File: src/rtl/bto_pkg.sv
package bto_pkg;
   // Word indices of the register port
   typedef enum logic [1:0] {
      WORD_CTRL = 2'd0,
      WORD_ADDR = 2'd1,
      WORD_TAG  = 2'd2,
      WORD_NONE = 2'd3
   } word_e;

   // Bit positions inside the control word (software visible)
   localparam int unsigned CLR_POS = 16;
   localparam int unsigned EN_POS  = 17;
endpackage

File: src/rtl/bto_tracker.sv
module bto_tracker #(
   parameter int unsigned THR_W = 16
) (
   input  logic             clk,
   input  logic             rst_n,
   input  logic             req_valid,
   input  logic             rsp_in,
   input  logic [THR_W-1:0] thr,
   input  logic             en,
   output logic             fire,
   output logic             rsp_pass
);
   localparam logic [THR_W-1:0] CNT_MAX = {THR_W{1'b1}};

   logic             busy;
   logic [THR_W-1:0] cnt;

   assign fire     = busy && en && (cnt == thr);
   assign rsp_pass = busy && rsp_in && !fire;

   always_ff @(posedge clk or negedge rst_n) begin
      if (!rst_n) begin
         busy <= 1'b0;
         cnt  <= '0;
      end else if (req_valid) begin
         busy <= 1'b1;
         cnt  <= '0;
      end else if (busy && (fire || rsp_in)) begin
         busy <= 1'b0;
      end else if (busy && cnt != CNT_MAX) begin
         cnt <= cnt + 1'b1;
      end
   end

   // a forced error is a single-cycle event unless a new access starts
   p_single_forced_r5 : assert property (@(posedge clk) disable iff (!rst_n)
      (fire && !req_valid) |=> !fire);

   // nothing reaches the master once the access has ended
   p_idle_quiet_r5 : assert property (@(posedge clk) disable iff (!rst_n)
      (fire && !req_valid) |=> !rsp_pass);
endmodule

File: src/rtl/bto_capture.sv
module bto_capture #(
   parameter int unsigned ADDR_W = 32,
   parameter int unsigned TAG_W  = 7
) (
   input  logic              clk,
   input  logic              rst_n,
   input  logic              req_valid,
   input  logic [ADDR_W-1:0] req_addr,
   input  logic [TAG_W-1:0]  req_tag,
   input  logic              fire,
   input  logic              clr,
   output logic              irq,
   output logic [ADDR_W-1:0] cap_addr,
   output logic [TAG_W-1:0]  cap_tag
);
   logic [ADDR_W-1:0] fly_addr;
   logic [TAG_W-1:0]  fly_tag;
   logic              take;

   // A fault is recorded only when no earlier one is kept
   assign take = fire && (!irq || clr);

   always_ff @(posedge clk or negedge rst_n) begin
      if (!rst_n) begin
         fly_addr <= '0;
         fly_tag  <= '0;
      end else if (req_valid) begin
         fly_addr <= req_addr;
         fly_tag  <= req_tag;
      end
   end

   always_ff @(posedge clk or negedge rst_n) begin
      if (!rst_n) begin
         irq      <= 1'b0;
         cap_addr <= '0;
         cap_tag  <= '0;
      end else if (take) begin
         irq      <= 1'b1;
         cap_addr <= fly_addr;
         cap_tag  <= fly_tag;
      end else if (clr) begin
         irq      <= 1'b0;
         cap_addr <= '0;
         cap_tag  <= '0;
      end
   end

   p_irq_level_r8 : assert property (@(posedge clk) disable iff (!rst_n)
      (irq && !clr) |=> irq);

   p_first_kept_r10 : assert property (@(posedge clk) disable iff (!rst_n)
      (irq && !clr) |=> ($stable(cap_addr) && $stable(cap_tag)));

   p_clear_wipes_r9 : assert property (@(posedge clk) disable iff (!rst_n)
      (clr && !fire) |=> (!irq && cap_addr == '0 && cap_tag == '0));
endmodule

File: src/rtl/bto_cfg.sv
module bto_cfg
   import bto_pkg::*;
#(
   parameter int unsigned  ADDR_W  = 32,
   parameter int unsigned  TAG_W   = 7,
   parameter int unsigned  THR_W   = 16,
   parameter int unsigned  DATA_W  = 32,
   parameter logic [THR_W-1:0] THR_RST = {THR_W{1'b1}},
   parameter logic         EN_RST  = 1'b1
) (
   input  logic              clk,
   input  logic              rst_n,
   input  logic              wr,
   input  logic [1:0]        addr,
   input  logic [DATA_W-1:0] wdata,
   input  logic [ADDR_W-1:0] cap_addr,
   input  logic [TAG_W-1:0]  cap_tag,
   output logic [THR_W-1:0]  thr,
   output logic              en,
   output logic              clr,
   output logic [DATA_W-1:0] rdata
);
   logic ctrl_hit;

   assign ctrl_hit = wr && (word_e'(addr) == WORD_CTRL);
   assign clr      = ctrl_hit && wdata[CLR_POS];

   always_ff @(posedge clk or negedge rst_n) begin
      if (!rst_n) begin
         thr <= THR_RST;
         en  <= EN_RST;
      end else if (ctrl_hit) begin
         thr <= wdata[THR_W-1:0];
         en  <= wdata[EN_POS];
      end
   end

   always_comb begin
      rdata = '0;
      unique case (word_e'(addr))
         WORD_CTRL: begin
            rdata[THR_W-1:0] = thr;
            rdata[EN_POS]    = en;
         end
         WORD_ADDR: rdata[ADDR_W-1:0] = cap_addr;
         WORD_TAG:  rdata[TAG_W-1:0]  = cap_tag;
         default:   rdata = '0;
      endcase
   end
endmodule

File: src/rtl/bus_timeout_monitor.sv
module bus_timeout_monitor
   import bto_pkg::*;
#(
   parameter int unsigned ADDR_W = 32,
   parameter int unsigned ID_W   = 5,
   parameter int unsigned PRIV_W = 2,
   parameter int unsigned THR_W  = 16,
   parameter int unsigned DATA_W = 32,
   parameter logic        EN_RST = 1'b1
) (
   input  logic              clk,
   input  logic              rst_n,
   input  logic              req_valid,
   input  logic [ADDR_W-1:0] req_addr,
   input  logic [ID_W-1:0]   req_master,
   input  logic [PRIV_W-1:0] req_priv,
   input  logic              s_rsp_valid,
   input  logic              s_rsp_err,
   output logic              m_rsp_valid,
   output logic              m_rsp_err,
   input  logic              cfg_wr,
   input  logic [1:0]        cfg_addr,
   input  logic [DATA_W-1:0] cfg_wdata,
   output logic [DATA_W-1:0] cfg_rdata,
   output logic              irq
);
   localparam int unsigned TAG_W = ID_W + PRIV_W;
   localparam logic [THR_W-1:0] THR_RST = {THR_W{1'b1}};

   if (THR_W < 1 || THR_W > CLR_POS) begin : g_bad_thr
      $error("THR_W must lie in 1..16 so it fits below the clear bit");
   end
   if (ADDR_W > DATA_W || TAG_W > DATA_W || DATA_W <= EN_POS) begin : g_bad_width
      $error("captured fields and control bits must fit in DATA_W");
   end

   logic [THR_W-1:0]  thr;
   logic              cfg_en;
   logic              clr;
   logic              fire;
   logic              rsp_pass;
   logic [ADDR_W-1:0] cap_addr;
   logic [TAG_W-1:0]  cap_tag;

   bto_tracker #(.THR_W(THR_W)) u_track (
      .clk      (clk),
      .rst_n    (rst_n),
      .req_valid(req_valid),
      .rsp_in   (s_rsp_valid),
      .thr      (thr),
      .en       (cfg_en),
      .fire     (fire),
      .rsp_pass (rsp_pass)
   );

   bto_capture #(.ADDR_W(ADDR_W), .TAG_W(TAG_W)) u_cap (
      .clk      (clk),
      .rst_n    (rst_n),
      .req_valid(req_valid),
      .req_addr (req_addr),
      .req_tag  ({req_priv, req_master}),
      .fire     (fire),
      .clr      (clr),
      .irq      (irq),
      .cap_addr (cap_addr),
      .cap_tag  (cap_tag)
   );

   bto_cfg #(
      .ADDR_W (ADDR_W),
      .TAG_W  (TAG_W),
      .THR_W  (THR_W),
      .DATA_W (DATA_W),
      .THR_RST(THR_RST),
      .EN_RST (EN_RST)
   ) u_cfg (
      .clk     (clk),
      .rst_n   (rst_n),
      .wr      (cfg_wr),
      .addr    (cfg_addr),
      .wdata   (cfg_wdata),
      .cap_addr(cap_addr),
      .cap_tag (cap_tag),
      .thr     (thr),
      .en      (cfg_en),
      .clr     (clr),
      .rdata   (cfg_rdata)
   );

   assign m_rsp_valid = rsp_pass || fire;
   assign m_rsp_err   = fire || (rsp_pass && s_rsp_err);

   p_disabled_silent_r6 : assert property (@(posedge clk) disable iff (!rst_n)
      (!cfg_en && !s_rsp_valid) |-> !m_rsp_valid);
endmodule

File: config.mk
export PLATFORM = sky130hd
export DESIGN_NAME = bus_timeout_monitor
export DESIGN_NICKNAME = d
export VERILOG_FILES = /design/src/rtl/bto_pkg.sv /design/src/rtl/bto_tracker.sv /design/src/rtl/bto_capture.sv /design/src/rtl/bto_cfg.sv /design/src/rtl/bus_timeout_monitor.sv
export SDC_FILE = /design/constraint.sdc
export NUM_CORES = 1
export LEC_CHECK = 0
export ABC_AREA = 1
export BUFFER_PORTS_ARGS = -buffer_cell sky130_fd_sc_hd__buf_2
export CAP_MARGIN = 20
export CORE_MARGIN = 2
export CORE_UTILIZATION = 40
export DETAILED_ROUTE_END_ITERATION = 7
export HOLD_SLACK_MARGIN = 0.05
export MAX_ROUTING_LAYER = met4
export PLACE_DENSITY = 0.6
export SETUP_SLACK_MARGIN = 0.02
export SYNTH_ARGS = -nofsm -noshare
export SYNTH_HDL_FRONTEND = slang
export SYNTH_HIERARCHICAL = 1
export SYNTH_SLANG_ARGS = --single-unit
File: constraint.sdc
create_clock -name clk -period 1.7 [get_ports clk]
set_input_delay 0.425 -clock clk [delete_from_list [all_inputs] [get_ports clk]]
set_output_delay 0.425 -clock clk [all_outputs]
set_load 0.005 [all_outputs]
# Word level (Yosys, flattened, before mapping)
# Cells that the tools add are included.
word_totals:
  in_bits: 79
  regBits: 113
  wordCells: 52
  output_inout_bits: 35
classes:
  addsub: 1
  mux: 16
  n_eq_ne: 5
  reduce_logical: 21
op_table:
  columns: ["cell", "count"]
  rows:
  - ["2-to-1 mux 32 bit", 2]
  - ["2-to-1 mux 16 bit", 3]
  - ["one-hot mux 7 bit (3 select lines)", 1]
  - ["one-hot mux 9 bit (2 select lines)", 1]
  - ["adder 16 x 1 -> 16 bit (second input constant)", 1]
  - ["equality test 16 bit", 1]
  - ["!= test 16 bit (second input constant)", 1]
  - ["2-to-1 mux 14 bit", 1]
  - ["2-to-1 mux 7 bit", 2]
  - ["logical AND 1 bit", 10]
  - ["nonzero test 2 bit", 3]
  - ["2-to-1 mux 1 bit", 5]
  - ["logical OR 1 bit", 4]
  - ["equality test 2 x 1 -> 1 bit (second input constant)", 1]
  - ["equality test 2 bit (second input constant)", 1]
  - ["zero test 1 bit", 2]
  - ["zero test 2 bit", 1]
  - ["!= test 2 bit (second input constant)", 1]
  - ["one-hot mux 1 bit (2 select lines)", 1]
  - ["AND reduction 2 bit", 1]

# Depth between registers and ports, before layout
# Gate-level depths: netlist of the first run.
depth:
  depth_word: 6
  ltp_mapped: 12

# Hierarchy
# Netlist of the first run, hierarchy kept.
by_module_without_submodules:
  columns: ["mod", "cells_per_inst", "seq_area_each_um2", "area_per_inst_um2", "n_inst"]
  rows:
  - ["bto_capture", 341, 1976.9, 3089.2, 1]
  - ["bto_tracker", 243, 425.4, 1490.2, 1]
  - ["bto_cfg", 174, 446.7, 1199.9, 1]
  - ["bus_timeout_monitor", 5, 0.0, 18.8, 1]

# Worst setup path before layout of the first run
# Ideal clock, no wire load.
synth_path:
  kind: "register to register"
  from: "reg u_cfg.thr[2]"
  to: "reg u_cap.cap_addr[21]"
  path_slack_ps: -98
  arrival_ps: 1681
  n_path_buf: 3
  required_ps: 1583
  setup_time_ps: 117
  path_stages_with_launch: 12
  period_less_slack_ps: 1798
  cell_sequence: "dfstp_2 or2_0 o21ai_0 nor4_1 nand3_1 nor2_1 buf_2 a21oi_2 buf_6 buf_6 nand2_1 nand2_1"
synth_via:
  elab_chain_cells: 4
  elab_cells_between_ends: 5
  classes_between: "1 x eq/ne; 1 x mux; 3 x reduce/logical"
synth_rtl:
  columns: ["element", "line", "rtl"]
  rows:
  - ["start: declaration", "bto_cfg.sv:18", "output logic [THR_W-1:0] thr,"]
  - ["start signal: assignment", "bto_cfg.sv:33", "thr <= wdata[THR_W-1:0];"]
  - ["equality test 16 bit *", "bto_tracker.sv:18", "assign fire = busy && en && (cnt == thr);"]
  - ["logical AND 1 bit *", "bto_tracker.sv:18", null]
  - ["named net fire", "bus_timeout_monitor.sv:40", "logic fire;"]
  - ["logical AND 1 bit *", "bto_capture.sv:21", "assign take = fire && (!irq || clr);"]
  - ["2-to-1 mux 32 bit / nonzero test 2 bit (equally long branches)", null, null]
  - ["end signal: assignment", "bto_capture.sv:40", "cap_addr <= fly_addr;"]
  - ["end: declaration", "bto_capture.sv:13", "output logic [ADDR_W-1:0] cap_addr,"]
# Mark *: on every way through the listed nets, which the timed path passes. The rest lies on a longest branch.
# A chain may end at the register's enable or synchronous reset.

# Final worst setup path of the first run
layout_path:
  from: "reg u_cfg.thr[12]"
  to: "out m_rsp_valid"
layout_via:
  elab_chain_cells: 5
layout_rtl:
  columns: ["element", "line", "rtl"]
  rows:
  - ["equality test 16 bit *", "bto_tracker.sv:18", null]
  - ["logical AND 1 bit *", "bto_tracker.sv:18", null]
  - ["named net fire", "bus_timeout_monitor.sv:40", null]
  - ["zero test 1 bit", "bto_tracker.sv:19", "assign rsp_pass = busy && rsp_in && !fire;"]
  - ["logical AND 1 bit", "bto_tracker.sv:19", null]
  - ["logical OR 1 bit *", "bus_timeout_monitor.sv:90", "assign m_rsp_valid = rsp_pass || fire;"]
  - ["end: declaration", "bus_timeout_monitor.sv:19", "output logic m_rsp_valid,"]
# Marks and branches as above.

==> run summary, run 1 <==
initial core utilization -> 0.413
arrival time of the worst setup path -> 1.98 ns
Clock Skews -> 0.00815 ns
vias in the first global route -> 5155
wire per inst -> 13.8 um
CP max-delay cell -> dfstp_2
period utilization -> 1.41
die height -> 124 um
GRT Util Overall -> 0.213
yosys warns -> 6
violations in the final reports -> negative setup slack
worst-skew pair later-pin latency -> 0.42 ns
Crit path required time -> 1.27 ns
end of the critical path -> m_rsp_valid
clock buffer depth -> 2
f_max -> 0.417 GHz
Worst path most repeated cell -> buf_4
Die X -> 124 um
slew margin rel. -> 0.622
VDD IR-drop max -> 0.000699 V
gpl congestion -> 0.950
Final Core Density -> 0.583
Crit Path Max Fanout -> 2
dominant cell type by area after synthesis -> dfrtp_1
max-cap viol count -> 0
ANT nets after route -> 0
final count of negative-setup-slack endpoints -> 65
io pins -> 114
DRT Pass-1 Iters -> 4
Num CTS Buffers -> 17
fill cell count -> 1295
placed cells -> 1088
status -> finished with violations
FF-to-FF setup slack -> -0.48 ns
maximum level of the CTS H-tree -> 4
Synth Cell Area -> 0.00580 mm2
Netlist cell types -> 38
register area -> 0.00285 mm2
Worst Setup SP -> u_cfg/thr[12]
Post-Layout Cell Count -> 1135
DIE AREA -> 0.0155 mm2
final hold vios -> 0
diode count -> 0
DPL Wire Length -> 10800 um
crit end category -> output pin
r2r startpoint -> u_cfg/thr[12]
pin count of the biggest net entering global routing -> 95
largest cells by area after synthesis -> dfrtp_1, nand2_1, nand3_1
RSZ-0062 raised after global routing -> true
crit-path cells -> xnor2_2 -> buf_4 -> buf_4 -> nand3b_1 -> nor2_1 -> nand3_2 -> nor2_4 -> inv_2 -> nand2_1 -> buf_2
Root Buffer -> clkbuf_16
PwrDens -> 968 mW/mm2
Synth top area share -> 0.414
Mapped Nets -> 843
Top FF cell, synth -> dfrtp_1
Worst R2R Path Depth -> 13
top cells by count, synth -> nand2_1, nand3_1, dfrtp_1, inv_1, nor2_1
Total Wirelength -> 15700 um
Slew @ Worst Pin -> 0.564 ns
Mapped Avg Cell Area -> 7.60 um2
Worst Slack Setup Final -> -0.701 ns
most instantiated library cell after synthesis -> nand2_1
Final nets -> 1023
PortBufs -> 99
footprint of the multi-input gates -> 0.00266 mm2
Critical Path Source Type -> register
Clock Sinks -> 113
Congestion Overflow GR -> 0
DR iter-0 viols -> 289
register bit total from synthesis -> 113
Leak -> 4.37 nW
reg2reg end -> u_cap/cap_addr[27]
vias post-DR -> 5363
Crit Path Class -> reg -> out
Final Max Tran Viols -> 0
ys async rst share -> 1.00
core area -> 0.0140 mm2
fin crit period -> 2.40 ns
# DRC -> 0
initial antenna violation count -> 0
Hold Path Class -> in -> reg
first-pass GRT wire length -> 25500 um
Syn Inst Count -> 763
Layout area overhead -> 41.2%
clock slew at reported path FFs -> 0.06 ns
post-synthesis sequential area ratio -> 0.491
CTS tree -> built
num rows -> 43
CP max stage delay -> 0.55 ns
Via density -> 4.73
Post-synth EDFFs -> 0
share of layout cells above drive strength 1 -> 0.341
-- routing by layer --
| layer | global-route usage | vias up | share of wire |
|---|---|---|---|
| li1 | - | 2757 | - |
| met1 | 0.273 | 2478 | 0.46 |
| met2 | 0.327 | 108 | 0.47 |
| met3 | 0.0455 | 20 | 0.042 |
| met4 | 0.0919 | 0 | 0.023 |
| met5 | - | - | 0 |
-- where the power goes --
| group | switching (mW) | leakage [nW] | internal, mW | total, mW |
|---|---|---|---|---|
| sequential | 0.118 | 1.44 | 2.91 | 3.03 |
| combinational | 0.645 | 2.64 | 0.576 | 1.22 |
| clock | 1.30 | 0.292 | 2.38 | 3.68 |
-- kinds of logic (layout without fill, tap and decap cells) --
logic type                 Yosys count  after routing  share of synthesized area
buffers and inverters              128            319                     0.0969
adders and majority gates            1              1                    0.00216
DFF                                113            113                      0.491
AOI/OAI and AO/OA                   45             45                     0.0399
and+or+nand+nor                    462            463                      0.349
xor gates and xnor gates            14             14                     0.0211
-- worst min path at each step --
stage	start	cells past startpoint	endpoint
2_1_floorplan	rst_n	0	u_cap/cap_addr[0]
4_1_cts	req_master[4]	3	u_cap/fly_tag[4]
6_report	req_master[0]	3	u_cap/fly_tag[0]
5_1_grt	req_addr[0]	3	u_cap/fly_addr[0]
3_5_place_dp	rst_n	1	u_track/cnt[9]
3_3_place_gp	rst_n	1	u_track/cnt[9]
-- through the flow --
| stage | TNS [ns] | setup WS, ns | power, mW | cell area (um2) | hold WS [ns] |
|---|---|---|---|---|---|
| global placement | -16.78 | -0.390 | 4.06 | 7030 | 0.375 |
| CTS | -20.32 | -0.668 | 7.91 | 8020 | 0.196 |
| floorplan | -2.73 | -0.0822 | 3.56 | 5810 | 0.129 |
| global route | -30.81 | -0.857 | 8.27 | 8190 | 0.208 |
| finish | -24.33 | -0.701 | 7.93 | 8190 | 0.207 |
| detailed placement | -17.39 | -0.404 | 4.07 | 7030 | 0.368 |
-- sequential cells by signal (all words and copies together) (netlist names) --
name,flops
u_track/cnt,16
u_track/busy,1
u_cap/irq,1
u_cap/cap_tag,7
u_cap/fly_tag,7
u_cap/cap_addr,32
u_cfg/thr,16
u_cfg/en,1
u_cap/fly_addr,32
-- cell usage in the layout (no fill, tap or decap), types with 3 or more instances in the layout --
cell	count
buf_2	94
inv_1	86
nand4_1	5
xnor2_1	3
nand2_2	29
o21ai_0	39
nand2_4	10
clkinvlp_4	3
xor2_1	9
dfstp_2	17
nor2_2	14
buf_4	64
nor2_1	39
buf_12	7
clkbuf_16	17
nand3_1	105
dfrtp_1	96
bufinv_16	3
nor3_1	8
nand2_1	228
nand3_2	11
buf_6	30
-- repair_timing --
action	CTS	global route
gates resized for setup	69	32
pin swaps	11	13
hold buffers	1	0
hold endpoints to repair	18	0
setup buffers	6	6
endpoints found under the setup margin	75	79
gates cloned	4	0
-- final cells by class --
| type | instances | area share |
|---|---|---|
| Tap cell | 180 | 0.0275 |
| Sequential cell | 113 | 0.348 |
| Clock inverter | 12 | 0.0193 |
| Inverter | 90 | 0.0416 |
| Clock buffer | 19 | 0.0553 |
| Multi-Input combinational cell | 523 | 0.325 |
| Timing Repair Buffer | 198 | 0.184 |
-- critical path, delay by kind of cell, from the launching register on --
kind,cells,cell delay (ns)
XOR/XNOR,1,0.10
flip-flops,1,0.55
buffers and inverters,4,0.38
AND/OR/NAND/NOR,5,0.52
(Power assumes the default switching activity.)
==> run 2: changes to the inputs <==
--- a/config.mk
+++ b/config.mk
@@ -8,7 +8,7 @@
 export ABC_AREA = 1
 export BUFFER_PORTS_ARGS = -buffer_cell sky130_fd_sc_hd__buf_2
 export CAP_MARGIN = 20
-export CORE_MARGIN = 2
+export CORE_MARGIN = 3
 export CORE_UTILIZATION = 40
 export DETAILED_ROUTE_END_ITERATION = 7
 export HOLD_SLACK_MARGIN = 0.05
==> constraint.sdc (replaced) <==
create_clock -name clk -period 2.2 [get_ports clk]
set_input_delay 0.55 -clock clk [delete_from_list [all_inputs] [get_ports clk]]
set_output_delay 0.55 -clock clk [all_outputs]
set_load 0.005 [all_outputs]
==> run summary, run 2 (synthesis gave the netlist of run 1 again) <==
pin count of the biggest net entering global routing -> 95 (unchanged)
Final nets -> 974 (-4.8%)
Top Registers -> u_cap/cap_addr (32), u_cap/fly_addr (32)
# DRC -> 0 (unchanged)
final count of negative-setup-slack endpoints -> 2 (-97%)
final hold vios -> 0 (unchanged)
crit-path cells -> inv_1 -> nand2_1 -> nand2_1 -> nor2_1 -> nand2_1 -> nor2_2 -> nand3_2 -> nand3_2 -> inv_2 -> nand2_1 -> nand2_1 -> buf_2
Clock Sinks -> 113 (unchanged)
CP max stage delay -> 0.54 ns (about the same)
P_sw -> 1.55 mW (-25%)
GRT Util Overall -> 0.190 (-0.0230)
Crit Path Max Fanout -> 3 (+1)
Clock Skews -> 0.0143 ns (+0.00613 ns)
reg2reg end -> u_cap/cap_tag[0]
fin crit period -> 2.45 ns
FF-to-FF setup slack -> 0.06 ns (+0.54 ns)
Critical Path Source Type -> register
initial antenna violation count -> 0 (unchanged)
commonest non-fill, non-tap cell in the layout -> nand2_1
period utilization -> 1.12
P_int -> 4.10 mW (-30%)
gpl congestion -> 0.928 (-2.3%)
Worst path most repeated cell -> nand2_1
core area -> 0.0140 mm2 (unchanged)
r2r startpoint -> u_cfg/thr[8]
DIE AREA -> 0.0160 mm2 (+3.2%)
Slew @ Worst Pin -> 0.503 ns (-0.0613 ns)
share of layout cells above drive strength 1 -> 0.284 (-0.0569)
maximum level of the CTS H-tree -> 4 (unchanged)
diode count -> 0 (unchanged)
crit end category -> output pin
Logic pwr share -> 0.130 (-0.024)
CP max-delay cell -> dfstp_2
PortBufs -> 99 (unchanged)
vias post-DR -> 5091 (-5.1%)
Num CTS Buffers -> 17 (unchanged)
DPL Wire Length -> 10400 um (-4.0%)
Final Max Tran Viols -> 0 (unchanged)
ANT nets after route -> 0 (unchanged)
fill cell count -> 1397 (+7.9%)
DRT Pass-1 Iters -> 4 (unchanged)
Worst Setup SP -> u_cfg/thr[1]
Root Buffer -> clkbuf_16
Total Wirelength -> 15000 um (-4.6%)
slew margin rel. -> 0.665 (+0.0432)
Setup WS pre-CTS -> 0.0477 ns (+0.451 ns)
RSZ-0062 raised after global routing -> true
violations in the final reports -> negative setup slack
Flop pwr share -> 0.416 (+0.034)
clock slew at reported path FFs -> 0.06 ns (about the same)
status -> finished with violations
Crit path required time -> 1.65 ns (+0.38 ns)
# hold bufs at CTS -> 0 (-1)
Via density -> 4.68 (-0.88%)
worst-skew pair later-pin latency -> 0.42 ns (about the same)
Clock power frac -> 0.455 (-0.009)
num rows -> 43 (unchanged)
VDD IR-drop max -> 0.000583 V (-17%)
f_max -> 0.407 GHz
Die X -> 126 um (+1.6%)
Hold Path Class -> in -> async
Leak -> 3.97 nW (-9.2%)
Layout area overhead -> 30.1%
Crit Path Class -> reg -> out
initial core utilization -> 0.413 (unchanged)
PwrDens -> 750 mW/mm2 (-23%)
arrival time of the worst setup path -> 1.90 ns (-0.08 ns)
DR iter-0 viols -> 364 (+26%)
max-cap viol count -> 0 (unchanged)
CTS tree -> built
vias in the first global route -> 4756 (-7.7%)
io pins -> 114 (unchanged)
clock buffer depth -> 2 (unchanged)
Worst Slack Setup Final -> -0.254 ns (+0.446 ns)
die height -> 126 um (+1.6%)
wire per inst -> 13.8 um (-0.35%)
first-pass GRT wire length -> 23400 um (-8.1%)
Switching Share -> 0.275 (+0.0145)
Overall Power -> 5.66 mW (-29%)
Worst R2R Path Depth -> 13 (unchanged)
Congestion Overflow GR -> 0 (unchanged)
most frequent cells in the layout -> nand2_1, nand3_1, buf_2, dfrtp_1, inv_1
[run 2: changes by cell type in the layout (fill, tap and decap cells not counted), moves of 7 or more]
cell	previous run	this run
nand2_2	29	15
buf_6	30	5
buf_4	64	35
nand2_1	228	250
nand3_2	11	3
nand2_4	10	3
inv_2	2	9
nand3_1	105	113
[run 2: timing repair]
item                                    CTS  global route
cloned                                    0             6
resized for setup                         9            40
endpoints found under the setup margin    2            41
buffers inserted                          5             9
pin swaps                                 5            10
[run 2: per-layer routing]
layer | part of all wire | wire (um) | up-vias | GRT usage
met5 | 0 | 0 | - | -
met4 | 0.010 | 155 | 0 | 0.0625
met3 | 0.040 | 605 | 11 | 0.0417
met2 | 0.49 | 7380 | 90 | 0.295
met1 | 0.46 | 6860 | 2339 | 0.248
li1 | - | - | 2651 | -
[run 2: cell type report]
class                           count  area (um2)  area share
Timing Repair Buffer              150        1070       0.142
Multi-Input combinational cell    522        2480       0.329
Clock buffer                       20         467      0.0619
Clock inverter                     12         103      0.0136
Inverter                           90         338      0.0448
Tap cell                          180         225      0.0299
Sequential cell                   113        2860       0.379
[run 2: stage by stage]
step                       util  hold WS (ns)  instance area [um2]  TNS [ns]  instances
after floorplan               -         0.254                 5800         0        763
after global placement    0.471         0.455                 6610         0       1035
after detailed placement  0.471         0.458                 6610         0       1035
after CTS                 0.515         0.106                 7230    -0.566       1072
after global routing      0.537         0.129                 7540     -2.17       1087
final                     0.537         0.111                 7540    -0.478       1087
[run 2: worst max path at each step]
stage,cells past startpoint,slack [ns],to
after global routing,12,-0.39,m_rsp_err
after floorplan,10,0.37,u_cap/cap_addr[22]
after CTS,8,-0.29,m_rsp_err
final,12,-0.25,m_rsp_err
after detailed placement,10,0.05,u_cap/cap_addr[4]
after global placement,11,0.06,u_cap/cap_addr[3]
[run 2: power groups by stage]
stage / clock [mW] / combinational, mW / sequential (mW)
3_5_place_dp: 0 / 0.660 / 2.39
6_report: 2.57 / 0.734 / 2.35
4_1_cts: 2.62 / 0.695 / 2.35
5_1_grt: 2.72 / 0.829 / 2.37
3_3_place_gp: 0 / 0.655 / 2.39
2_1_floorplan: 0 / 0.385 / 2.36
[run 2: critical path: cells and delay by family (launching register included)]
kind / cells / cell delay (ns)
AND/OR/NAND/NOR: 9 / 0.74
buffers and inverters: 3 / 0.20
flip-flops: 1 / 0.54
